<file path="src/rtl/conv_start_pkg.sv">
package conv_start_pkg;
  typedef enum logic [1:0] {
    MODE_OFF    = 2'd0,
    MODE_EDGE   = 2'd1,
    MODE_CONT   = 2'd2,
    MODE_PERIOD = 2'd3
  } trig_mode_e;

  typedef enum logic [1:0] {
    EDGE_NONE = 2'd0,
    EDGE_RISE = 2'd1,
    EDGE_FALL = 2'd2,
    EDGE_BOTH = 2'd3
  } edge_cfg_e;
endpackage

</file>
<file path="src/rtl/trig_sync.sv">
module trig_sync #(
  parameter int unsigned WIDTH  = 4,
  parameter int unsigned STAGES = 2
) (
  input  logic             clk_i,
  input  logic             rst_ni,
  input  logic [WIDTH-1:0] async_i,
  output logic [WIDTH-1:0] sync_o
);
  logic [WIDTH-1:0] stg_q [STAGES];

  always_ff @(posedge clk_i or negedge rst_ni) begin
    if (!rst_ni) stg_q[0] <= '0;
    else         stg_q[0] <= async_i;
  end

  for (genvar s = 1; s < STAGES; s++) begin : g_stage
    always_ff @(posedge clk_i or negedge rst_ni) begin
      if (!rst_ni) stg_q[s] <= '0;
      else         stg_q[s] <= stg_q[s-1];
    end
  end

  assign sync_o = stg_q[STAGES-1];
endmodule

</file>
<file path="src/rtl/trig_edge_det.sv">
module trig_edge_det
  import conv_start_pkg::*;
(
  input  logic      clk_i,
  input  logic      rst_ni,
  input  logic      level_i,
  input  edge_cfg_e cfg_i,
  output logic      evt_o
);
  logic prev_q;
  logic rise, fall;

  always_ff @(posedge clk_i or negedge rst_ni) begin
    if (!rst_ni) prev_q <= 1'b0;
    else         prev_q <= level_i;
  end

  assign rise = level_i & ~prev_q;
  assign fall = ~level_i & prev_q;

  always_comb begin
    unique case (cfg_i)
      EDGE_RISE: evt_o = rise;
      EDGE_FALL: evt_o = fall;
      EDGE_BOTH: evt_o = rise | fall;
      default:   evt_o = 1'b0;
    endcase
  end
endmodule

</file>
<file path="src/rtl/period_timer.sv">
module period_timer #(
  parameter int unsigned PER_W = 16
) (
  input  logic             clk_i,
  input  logic             rst_ni,
  input  logic             en_i,
  input  logic [PER_W-1:0] period_i,
  output logic             tick_o
);
  logic [PER_W-1:0] cnt_q, per_q;
  logic             en_q;
  logic             cfg_chg, per_zero, reload;

  assign cfg_chg  = (en_i != en_q) || (period_i != per_q);
  assign per_zero = (period_i == '0);
  assign tick_o   = en_i && !cfg_chg && !per_zero && (cnt_q == '0);
  assign reload   = !en_i || cfg_chg || per_zero || (cnt_q == '0);

  always_ff @(posedge clk_i or negedge rst_ni) begin
    if (!rst_ni) begin
      cnt_q <= '0;
      per_q <= '0;
      en_q  <= 1'b0;
    end else begin
      en_q  <= en_i;
      per_q <= period_i;
      // count restarts from the new value on any config change
      if (reload) cnt_q <= period_i - 1'b1;
      else        cnt_q <= cnt_q - 1'b1;
    end
  end
endmodule

</file>
<file path="src/rtl/conv_start_ctrl.sv">
module conv_start_ctrl
  import conv_start_pkg::*;
#(
  parameter int unsigned NUM_TRIG    = 4,
  parameter int unsigned SYNC_STAGES = 2,
  parameter int unsigned PER_W       = 16,
  localparam int unsigned SEL_W      = (NUM_TRIG > 1) ? $clog2(NUM_TRIG) : 1
) (
  input  logic                clk_i,
  input  logic                rst_ni,
  input  logic                sw_start_i,
  input  logic [NUM_TRIG-1:0] trig_i,
  input  logic [SEL_W-1:0]    trig_sel_i,
  input  logic [1:0]          mode_i,
  input  logic [1:0]          edge_cfg_i,
  input  logic [PER_W-1:0]    period_i,
  input  logic                seq_done_i,
  input  logic                ovr_clr_i,
  output logic                start_o,
  output logic                busy_o,
  output logic                overrun_o
);
  trig_mode_e        mode;
  logic [NUM_TRIG-1:0] trig_sync_w;
  logic              sel_lvl, edge_evt, per_tick;
  logic              free, hw_req, req_any, accept, drop;
  logic              start_q, busy_q, ovr_q;

  assign mode = trig_mode_e'(mode_i);

  trig_sync #(.WIDTH(NUM_TRIG), .STAGES(SYNC_STAGES)) u_sync (
    .clk_i  (clk_i),
    .rst_ni (rst_ni),
    .async_i(trig_i),
    .sync_o (trig_sync_w)
  );

  assign sel_lvl = (32'(trig_sel_i) < NUM_TRIG) ? trig_sync_w[trig_sel_i] : 1'b0;

  trig_edge_det u_edge (
    .clk_i  (clk_i),
    .rst_ni (rst_ni),
    .level_i(sel_lvl),
    .cfg_i  (edge_cfg_e'(edge_cfg_i)),
    .evt_o  (edge_evt)
  );

  period_timer #(.PER_W(PER_W)) u_timer (
    .clk_i   (clk_i),
    .rst_ni  (rst_ni),
    .en_i    (mode == MODE_PERIOD),
    .period_i(period_i),
    .tick_o  (per_tick)
  );

  // completion in this cycle frees the slot for a back-to-back start
  assign free = !busy_q || seq_done_i;

  always_comb begin
    unique case (mode)
      MODE_EDGE:   hw_req = edge_evt;
      MODE_CONT:   hw_req = free;
      MODE_PERIOD: hw_req = per_tick;
      default:     hw_req = 1'b0;
    endcase
  end

  assign req_any = sw_start_i || hw_req;
  assign accept  = req_any && free;
  assign drop    = req_any && !free;

  always_ff @(posedge clk_i or negedge rst_ni) begin
    if (!rst_ni) begin
      start_q <= 1'b0;
      busy_q  <= 1'b0;
      ovr_q   <= 1'b0;
    end else begin
      start_q <= accept;
      if (accept)          busy_q <= 1'b1;
      else if (seq_done_i) busy_q <= 1'b0;
      if (drop)           ovr_q <= 1'b1;
      else if (ovr_clr_i) ovr_q <= 1'b0;
    end
  end

  assign start_o   = start_q;
  assign busy_o    = busy_q;
  assign overrun_o = ovr_q;
endmodule

</file>
<file path="config.mk">
export PLATFORM = sky130hd
export DESIGN_NAME = conv_start_ctrl
export DESIGN_NICKNAME = d
export VERILOG_FILES = /design/src/rtl/conv_start_pkg.sv /design/src/rtl/trig_sync.sv /design/src/rtl/trig_edge_det.sv /design/src/rtl/period_timer.sv /design/src/rtl/conv_start_ctrl.sv
export SDC_FILE = /design/constraint.sdc
export NUM_CORES = 1
export LEC_CHECK = 0
export ABC_AREA = 1
export BUFFER_PORTS_ARGS = -buffer_cell sky130_fd_sc_hd__buf_2
export CAP_MARGIN = 20
export CORE_MARGIN = 1
export CORE_UTILIZATION = 53
export CTS_BUF_LIST = sky130_fd_sc_hd__clkbuf_8 sky130_fd_sc_hd__clkbuf_16
export DETAILED_ROUTE_END_ITERATION = 10
export PLACE_DENSITY = 0.78
export SYNTH_ARGS = -nofsm -noshare
export SYNTH_HDL_FRONTEND = slang
export SYNTH_SLANG_ARGS = --single-unit
</file>
<file path="constraint.sdc">
create_clock -name clk_i -period 2 [get_ports clk_i]
set_clock_uncertainty 0.2 [all_clocks]
set_input_delay 0.2 -clock clk_i [delete_from_list [all_inputs] [get_ports clk_i]]
set_output_delay 0.2 -clock clk_i [all_outputs]
set_load 0.03 [all_outputs]
</file>
==> metrics.csv <==
metric,value,unit
rr_worst_depth,14,
setup.worst_path.class,flop to flop,
setup.worst_path.end_class,flop,
critPathMaxFanout,6,
slew_headroom,73.5,%
synthDistinctLibCells,30,
status,finished with violations,
rsz0062_at_grt,true,
crit_start,u_timer.per_q[4],
pin_count,34,
hp-start,period_i[9],
vias,3545,
wl_per_cell,17.4,µm
place.gp.congestion,0.941,
worstPathArrival,2.43,ns
die_w,76.7,µm
ys_warn_count,0,
die_h,76.7,µm
seq_area,0.00113,mm²
numCtsBuffers,5,
ys_seq_area_share,38.1,%
drtIter0Drc,429,
regToRegStartpoint,u_timer.per_q[4],
grt_overflow,0,
violations,setup timing,
final_cell_mix,"nand2_1 (123), buf_4 (72), inv_1 (58)",
ant_nets,0,
r2r_end,u_timer.cnt_q[11],
antenna_found_initial,0,
area_growth,50.9,%
final_cells,629,
layout_commonest_cell,nand2_1,
cts_root_buf,clkbuf_8,
clk_pin_slew,0.09,ns
cp.required,2.00,ns
synth_top_area_share,38.1,%
cts_buffer_depth,2,
syn-num-nets,456,
nets,592,
drtPass1Iterations,5,
hold_end,u_timer.per_q[9],
hold_depth,2,
wl,10900,µm
finalWorstPathRequiredPeriod,2.43,ns
placement.setup.worst_slack,-0.299,ns
grt_start_max_net_pins,19,
grt_pass1_vias,3297,
start_kind,flop,
leakage,2.35,nW
die_area,0.00588,mm²
hold_viol,0,
drc,0,
multi_input_area,0.00184,mm²
std_cell_rows,26,
syn_inst,422,
hold_path.class,primary input to flop,
drv_slew,0,
grt_pass1_wl,15200,µm
worst_pin_slew,0.398,ns
min_period_over_period,122,%
setup_viol,17,
final_util,85.2,%
track_usage,33.0,%
synth-seq-cells,45,
synth_area_leaders,"dfrtp_1 (38%), nand2_1 (19%), inv_1 (7.9%), nand4_1 (5.5%), nor2_1 (4.6%)",
max-vdd-ir-drop,0.439,mV
cts_sinks,45,
dp_hpwl,6240,µm
p_per_area,498,mW/mm²
max_freq,411,MHz
start_util,56.5,%
via_per_inst,5.64,
syn_area,0.00296,mm²
fillers,285,
cts_max_level,2,
design.core.area,0.00524,mm²
insertion_delay,0.31,ns
reg2reg_slack,-0.43,ns
diodes,0,
numPortBuffers,33,
max_cap_violations,0,
setup_slack,-0.432,ns
yosysTopAreaCell,dfrtp_1,
cts_tree,built,
avgSynthCellArea,7.01,µm²
placedCellCount,583,
drive_gt1_share,42.9,%
## kinds of logic (layout without fill, tap and decap cells)
| group | Yosys count | after routing | share of synthesized area (%) |
|---|---|---|---|
| AND/OR/NAND/NOR | 269 | 270 | 43.7 |
| buffers and inverters | 83 | 219 | 11.8 |
| flip-flops | 45 | 45 | 38.1 |
| AO/OA/AOI/OAI | 15 | 15 | 3.09 |
| XOR/XNOR | 7 | 7 | 2.07 |
| adder cells (fa/ha/maj) | 3 | 3 | 1.27 |
## what timing repair did
item	4_1_cts	5_1_grt
hold buffers	22	0
setup endpoints to repair	16	18
hold endpoints to repair	67	0
resized for setup	44	50
setup buffers	12	3
pin swaps	28	18
cloned	1	0
## per-stage QoR
| stage | setup TNS (ns) | hold WS, ns | cell area [µm²] | power (mW) |
|---|---|---|---|---|
| final | -4.59 | 0.00330 | 4460 | 2.22 |
| after global routing | -6.17 | 0.0153 | 4460 | 2.30 |
| after detailed placement | -3.00 | -0.0711 | 3670 | 1.46 |
| after floorplan | 0 | -0.296 | 2980 | 1.24 |
| after CTS | -2.00 | 0.00532 | 4230 | 2.11 |
| after global placement | -2.13 | -0.0714 | 3670 | 1.45 |
## power breakdown
part | internal [mW] | switching (mW) | leakage (nW)
clock network | 0.249 | 0.347 | 0.0445
logic | 0.260 | 0.366 | 1.78
registers | 0.965 | 0.0371 | 0.526
total | 1.47 | 0.750 | 2.35
## routing by layer
layer  wire, µm  global-route usage (%)  up-vias
li1           -                       -     1570
met3        846                    3.81       78
met1       4100                    41.9     1639
met5          0                       0        -
met2       5280                    58.0      258
met4        721                    10.8        0
## sequential cells by signal, summed over array words and instances (netlist names), 4 cells and up
register,flops
u_sync.stg_q,4
u_timer.cnt_q,16
u_timer.per_q,16
u_sync.sync_o,4
## cell usage after synthesis
library cell	n
nand4_1	26
nand2_4	1
nor2_1	36
buf_4	1
clkinv_1	1
nor2_4	6
o21ai_2	1
buf_6	3
a31oi_1	1
clkbuf_8	1
a21oi_1	7
inv_1	62
o21ai_0	3
nand2_2	15
inv_2	13
o221ai_1	1
xnor2_1	1
nor2_8	1
nor2_2	11
ha_1	3
dfrtp_1	45
nand3_1	17
nand2_1	152
o311ai_0	1
clkbuf_1	1
clkinv_2	1
a32oi_1	1
xor2_1	6
nand4_4	2
nand3_4	2
## worst max-delay path, cell delays in order, from the launching register on
cell and delay, ns:
dfrtp_1 0.41, inv_1 0.08, nand2_1 0.12, nand2_2 0.11, nand3_2 0.11, a21oi_4 0.23, nand4_4 0.18, nand2_2 0.11
nand2_2 0.12, nor2_4 0.17, nand2_2 0.07, nor2_4 0.19, nand2_1 0.09, nand2_1 0.07, nand2_1 0.05
## layout make-up
type / instances / area share (%)
clock buffers: 5 / 1.54
multi-input cells: 295 / 41.3
well taps: 70 / 1.96
repair buffers: 134 / 22.9
clock inverters: 3 / 0.477
flip-flops and latches: 45 / 25.2
inverters: 77 / 6.62
## how the worst max path moves through the flow
stage | to | cells past startpoint
2_1_floorplan | u_timer.cnt_q[13] | 16
3_3_place_gp | u_timer.cnt_q[8] | 15
3_5_place_dp | u_timer.cnt_q[14] | 16
4_1_cts | u_timer.cnt_q[13] | 15
5_1_grt | u_timer.cnt_q[13] | 15
6_report | u_timer.cnt_q[11] | 14
(Power assumes the default switching activity.)
